===== config.mk =====
export PLATFORM = sky130hd
export DESIGN_NAME = rank_refresh_seq
export DESIGN_NICKNAME = d
export VERILOG_FILES = /design/src/rtl/rank_refresh_seq.sv
export SDC_FILE = /design/constraint.sdc
export NUM_CORES = 1
export LEC_CHECK = 0
export ABC_CLOCK_PERIOD_IN_PS = 9300
export BUFFER_PORTS_ARGS = -buffer_cell sky130_fd_sc_hd__buf_2
export CAP_MARGIN = 20
export CORE_ASPECT_RATIO = 1.25
export CORE_UTILIZATION = 60
export CTS_CLUSTER_DIAMETER = 80
export DETAILED_ROUTE_END_ITERATION = 8
export PLACE_DENSITY = 0.82
export SETUP_SLACK_MARGIN = 0.3
export SYNTH_ARGS = -nofsm -noshare
export SYNTH_HDL_FRONTEND = slang
export SYNTH_SLANG_ARGS = --single-unit

===== constraint.sdc =====
create_clock -name clk -period 9.3 [get_ports clk]
set_input_delay 1.395 -clock clk [delete_from_list [all_inputs] [get_ports clk]]
set_output_delay 1.395 -clock clk [all_outputs]
set_load 0.1 [all_outputs]

===== src/rtl/rank_refresh_seq.sv =====
module rank_refresh_seq #(
  parameter int TW    = 32,
  parameter int BW    = 4,
  parameter int TRP   = 4,
  parameter int TRFC  = 20,
  parameter int TREFI = 200,
  parameter int TXP   = 3,
  parameter int TXS   = 30
) (
  input  logic          clk,
  input  logic          rst_n,
  input  logic [TW-1:0] now_cyc,
  input  logic [BW-1:0] open_banks,
  input  logic [TW-1:0] pre_ok_at,
  input  logic [1:0]    lp_mode,
  input  logic          rank_busy,
  output logic          prea_stb,
  output logic          ref_stb,
  output logic          pup_stb,
  output logic          lp_enter_stb,
  output logic [1:0]    lp_enter_mode,
  output logic          rank_avail,
  output logic [TW-1:0] act_ok_at,
  output logic          overrun
);

  localparam logic [TW-1:0] TRP_W   = TW'(TRP);
  localparam logic [TW-1:0] TRFC_W  = TW'(TRFC);
  localparam logic [TW-1:0] TREFI_W = TW'(TREFI);
  localparam logic [TW-1:0] TXP_W   = TW'(TXP);
  localparam logic [TW-1:0] TXS_W   = TW'(TXS);

  typedef enum logic [2:0] {
    S_IDLE, S_DRAIN, S_WAKE, S_PRE, S_PREW, S_REF, S_RUN
  } st_t;

  st_t           st;
  logic [TW-1:0] due, tgt;
  logic [1:0]    saved;

  wire [TW-1:0] start_at = due - TRP_W;
  wire [TW-1:0] next_due = due + TREFI_W;
  wire [TW-1:0] ref_end  = now_cyc + TRFC_W;
  wire          reached  = now_cyc >= tgt;
  wire          keep_lp  = saved[1];

  always_ff @(posedge clk) begin
    if (!rst_n) begin
      st            <= S_IDLE;
      due           <= TREFI_W;
      tgt           <= '0;
      saved         <= 2'd0;
      act_ok_at     <= '0;
      rank_avail    <= 1'b1;
      overrun       <= 1'b0;
      prea_stb      <= 1'b0;
      ref_stb       <= 1'b0;
      pup_stb       <= 1'b0;
      lp_enter_stb  <= 1'b0;
      lp_enter_mode <= 2'd0;
    end else begin
      prea_stb     <= 1'b0;
      ref_stb      <= 1'b0;
      pup_stb      <= 1'b0;
      lp_enter_stb <= 1'b0;
      case (st)
        S_IDLE: if (now_cyc >= start_at) begin
          st         <= S_DRAIN;
          rank_avail <= 1'b0;
          saved      <= lp_mode;
        end
        S_DRAIN: if (!rank_busy) begin
          if (saved != 2'd0) begin
            pup_stb <= 1'b1;
            tgt     <= now_cyc + ((saved == 2'd3) ? TXS_W : TXP_W);
            st      <= S_WAKE;
          end else begin
            st <= S_PRE;
          end
        end
        S_WAKE: if (reached) st <= S_PRE;
        S_PRE: begin
          if (open_banks == '0) begin
            st <= S_REF;
          end else if (now_cyc >= pre_ok_at) begin
            prea_stb  <= 1'b1;
            act_ok_at <= now_cyc + TRP_W;
            tgt       <= now_cyc + TRP_W;
            st        <= S_PREW;
          end
        end
        S_PREW: if (reached) st <= S_REF;
        S_REF: begin
          ref_stb   <= 1'b1;
          tgt       <= ref_end;
          act_ok_at <= ref_end;
          due       <= next_due;
          if (next_due < ref_end) overrun <= 1'b1;
          st        <= S_RUN;
        end
        S_RUN: if (reached) begin
          st         <= S_IDLE;
          rank_avail <= 1'b1;
          if (keep_lp) begin
            lp_enter_stb  <= 1'b1;
            lp_enter_mode <= saved;
          end else if (!rank_busy) begin
            lp_enter_stb  <= 1'b1;
            lp_enter_mode <= 2'd2;
          end
        end
        default: st <= S_IDLE;
      endcase
    end
  end

  p_cmd_onehot_r11: assert property (@(posedge clk) disable iff (!rst_n)
    $onehot0({prea_stb, ref_stb, pup_stb}));

  p_time_step_r2: assert property (@(posedge clk) disable iff (!rst_n)
    $past(rst_n) |-> now_cyc == $past(now_cyc) + 1'b1);

  p_no_cmd_when_avail_r3: assert property (@(posedge clk) disable iff (!rst_n)
    (prea_stb || ref_stb || pup_stb) |-> !rank_avail);

  p_prea_legal_r5: assert property (@(posedge clk) disable iff (!rst_n)
    prea_stb |-> ($past(now_cyc) >= $past(pre_ok_at)) && ($past(open_banks) != '0));

  p_release_after_ref_r7: assert property (@(posedge clk) disable iff (!rst_n)
    $rose(rank_avail) |-> $past(now_cyc) >= act_ok_at);

  p_overrun_sticky_r9: assert property (@(posedge clk) disable iff (!rst_n)
    $past(overrun) |-> overrun);

  p_lp_mode_r10: assert property (@(posedge clk) disable iff (!rst_n)
    lp_enter_stb |-> lp_enter_mode[1] && $rose(rank_avail));

endmodule


==> results.yml <==
grt:
  overflow: 0
  antenna_found_initial: 0
  grt_first_pass_wirelength_microns: 42810
  grt_util_all_layers_pct: 32.09
  grt_max_degree: 84
  grt_pass1_vias: 8583
clocking:
  root_buffer: "clkbuf_16"
  ctsHoldBuffers: 0
  clk_latency_ps: 360
  cts.reportedPaths.clkPinSlew_ps: 80
  clock_path_buffers: 2
  clkSinkCount: 106
  cts_resized: 0
  post_cts_buffers: 0
  cts_buffers: 9
  cts_tree: "yes"
  htree_levels: 3
critical_path:
  critPathLaunchType: "input port"
  r2r-end: "saved[0]"
  arrival_ps: 4440
  slowest_stage: "nor3_1"
  cp-end-kind: "flip-flop"
  crit_cells: 14
  crit_path_start: "now_cyc[5]"
  crit_chain: "buf_2 > nand2_1 > nor3_1 > o21ai_0 > nor2_1 > nand2_1 > xor2_1 > ha_1 > nor2b_1 > o21ai_0 > nand2b_1 > a21oi_1 > o21ai_0 > a31oi_1"
  r2r_slack_ps: 5160
  path_delay_family: "simple AND/OR/NAND/NOR gates"
  max_stage_delay_ps: 390
  r2r-start: "due[3]"
  worstSetupPathType: "input port to flip-flop"
  cp.required_ps: 9590
  cp_num_buf_inv: 1
  cpMostUsedCell: "o21ai_0"
  path_max_fanout: 13
  reg2regPathDepth: 16
synthesis:
  yosysWarningCount: 0
  yosysSeqAreaShare_pct: 21.64
  ys_async_sr_fraction_pct: 0
  synth_top_area_share_pct: 21.64
  synth.distinct_cells: 73
  yosysTopAreaCell: "dfxtp_1"
  ys.flop_type: "dfxtp_1"
  synth_edf_count: 0
  syn_area_sq_mm: 0.009806
  syn_inst: 1273
  postSynthAreaPerCell_sq_um: 7.703
  synth_nets: 1477
  synthTopCellsByArea: "dfxtp_1 22%, ha_1 17%, xnor2_1 8.6%"
  synth.ff_latch_count: 106
timing:
  finalSetupTns_ps: 0
  slew_viol_final: 0
  rsz0062_at_grt: "no"
  period_minus_slack_ps: 4142
  fin_crit_sh_pct: 44.54
  clock.fmax_mhz: 241.4
  worst_pin_slew_ps: 918.7
  maxSlewHeadroom_pct: 38.75
  worst_slack_ps: 5158
  clock_skew_ps: 10.48
  whs_ps: 452.6
  hold_viol: 0
  setup_violations: 0
detailed_routing:
  wl_microns: 26430
  detail_route.vias_per_cell: 5.937
  drt-initial-drc-count: 642
  postRouteAntennaNets: 0
  drc: 0
  wl_per_cell_microns: 17.20
  drtPass1Iterations: 5
  vias: 9125
placement:
  dp_hpwl_microns: 20020
  port_buffers: 112
  gp_congestion: 0.9785
  place_ws_ps: 4854
layout:
  multi_input_area_sq_mm: 0.007017
  drive_above_1_share_pct: 12.38
  num-nets-final: 1524
  final_common_cell: "nor2_1"
  regArea_sq_mm: 0.002122
  fill_cells: 1348
  antenna_cells: 0
  area_growth_pct: 8.166
  layout_common_cells: "145 x nor2_1, 130 x ha_1, 121 x nand2_1, 112 x buf_2, 106 x dfxtp_1"
  fin_util_pct: 67.29
flow_run:
  drv_cap: 0
power:
  seq_power_share_pct: 38.0
  powerDensity_mw_per_mm2: 132.1
  internal_power_uw: 840.3
  p_leak_uw: 0.004263
  p_switching_uw: 561.2
  combPwrFrac_pct: 35.1
  pwr-share-clk_pct: 26.9
  peakVddDrop_v: 0.00008270
  sw_frac_of_total_pct: 40.04
status:
  status: "finished clean"
floorplanning:
  rows: 51
  start_util_pct: 62.21
  core_sq_mm: 0.01576
  io_pins: 113
  die_height_microns: 144.9
  dieWidth_microns: 116.3
  dieArea_sq_mm: 0.01686
hold_path:
  worstHoldPathCells: 2
  hold_start: "act_ok_at[0]"
  hold_class: "flip-flop to flip-flop"
  worstHoldEndpoint: "act_ok_at[0]"
## layout make-up
cell class | instances | share of cell area, %
clock inverters | 7 | 0.4955
multi-input cells | 1002 | 66.16
flip-flops and latches | 106 | 20.01
inverters | 81 | 2.867
clock buffers | 9 | 2.123
repair buffers | 120 | 5.851
well taps | 212 | 2.501
## stage by stage
stage,instances,power (uW),instance area [sq um]
after global routing,1537,1477,10610
after floorplan,1273,906.4,9806
after CTS,1537,1397,10610
after global placement,1521,1012,10330
final,1537,1402,10610
after detailed placement,1521,1026,10330
## worst register-to-register path, stage by stage, from the launching register on
cell     delay (ps)
dfxtp_1         420
or4_1           630
nor4_4          270
nand2_1         160
nor3_2          220
nand2_1         150
nor2_1          240
nand2_1         100
xor2_1          160
ha_1            310
nand4_1         180
nor2_1          240
nand2_1          90
a31oi_1         310
o31a_1          280
mux2i_1         230
nor2_1           50
## cell usage after synthesis, types with 12 or more instances
library cell	number
nor2b_1	12
nor2_1	145
nand4_1	18
a21oi_1	56
inv_1	80
nand2b_1	13
buf_2	17
a21o_1	13
xnor2_1	96
dfxtp_1	106
nand3_1	41
nor3_1	35
o21ai_0	53
ha_1	130
a211oi_1	52
nor4_1	14
clkbuf_1	52
xor2_1	59
nand2_1	121
## kinds of logic after synthesis
kind of cell / after synthesis / synth area share [%]
xor gates and xnor gates: 155 / 13.84
adders and majority gates: 131 / 16.79
AOI/OAI and AO/OA: 245 / 16.45
DFF: 106 / 21.64
muxes: 4 / 0.4083
and+or+nand+nor: 467 / 23.91
buffers and inverters: 165 / 6.954
## power groups by stage
stage	Sequential [uW]	Combinational, uW	Clock, uW
final	532	491	378
after global routing	538	540	399
after CTS	532	486	379
after detailed placement	542	484	0
after global placement	541	472	0
after floorplan	625	281	0
## worst max path at each step
stage	endpoint	slack (ps)
4_1_cts	saved[0]	5230
2_1_floorplan	overrun	5430
3_5_place_dp	overrun	4850
5_1_grt	overrun	4870
3_3_place_gp	act_ok_at[26]	4920
6_report	overrun	5160
## metal layers
layer | vias to the layer above | GRT usage, % | wire (microns)
li1 | 4521 | - | -
met1 | 4181 | 42.89 | 11730
met2 | 345 | 50.56 | 12150
met3 | 78 | 3.759 | 1559
met4 | 0 | 15.32 | 1000
met5 | - | 0 | 0
## flip-flops by register name, summed over array words and instances, names as in the netlist
register	count
act_ok_at	32
tgt	32
due	29
st	3
lp_enter_mode	2
saved	2
lp_enter_stb	1
overrun	1
prea_stb	1
pup_stb	1
rank_avail	1
ref_stb	1
Power figures use the tool's default switching activity.
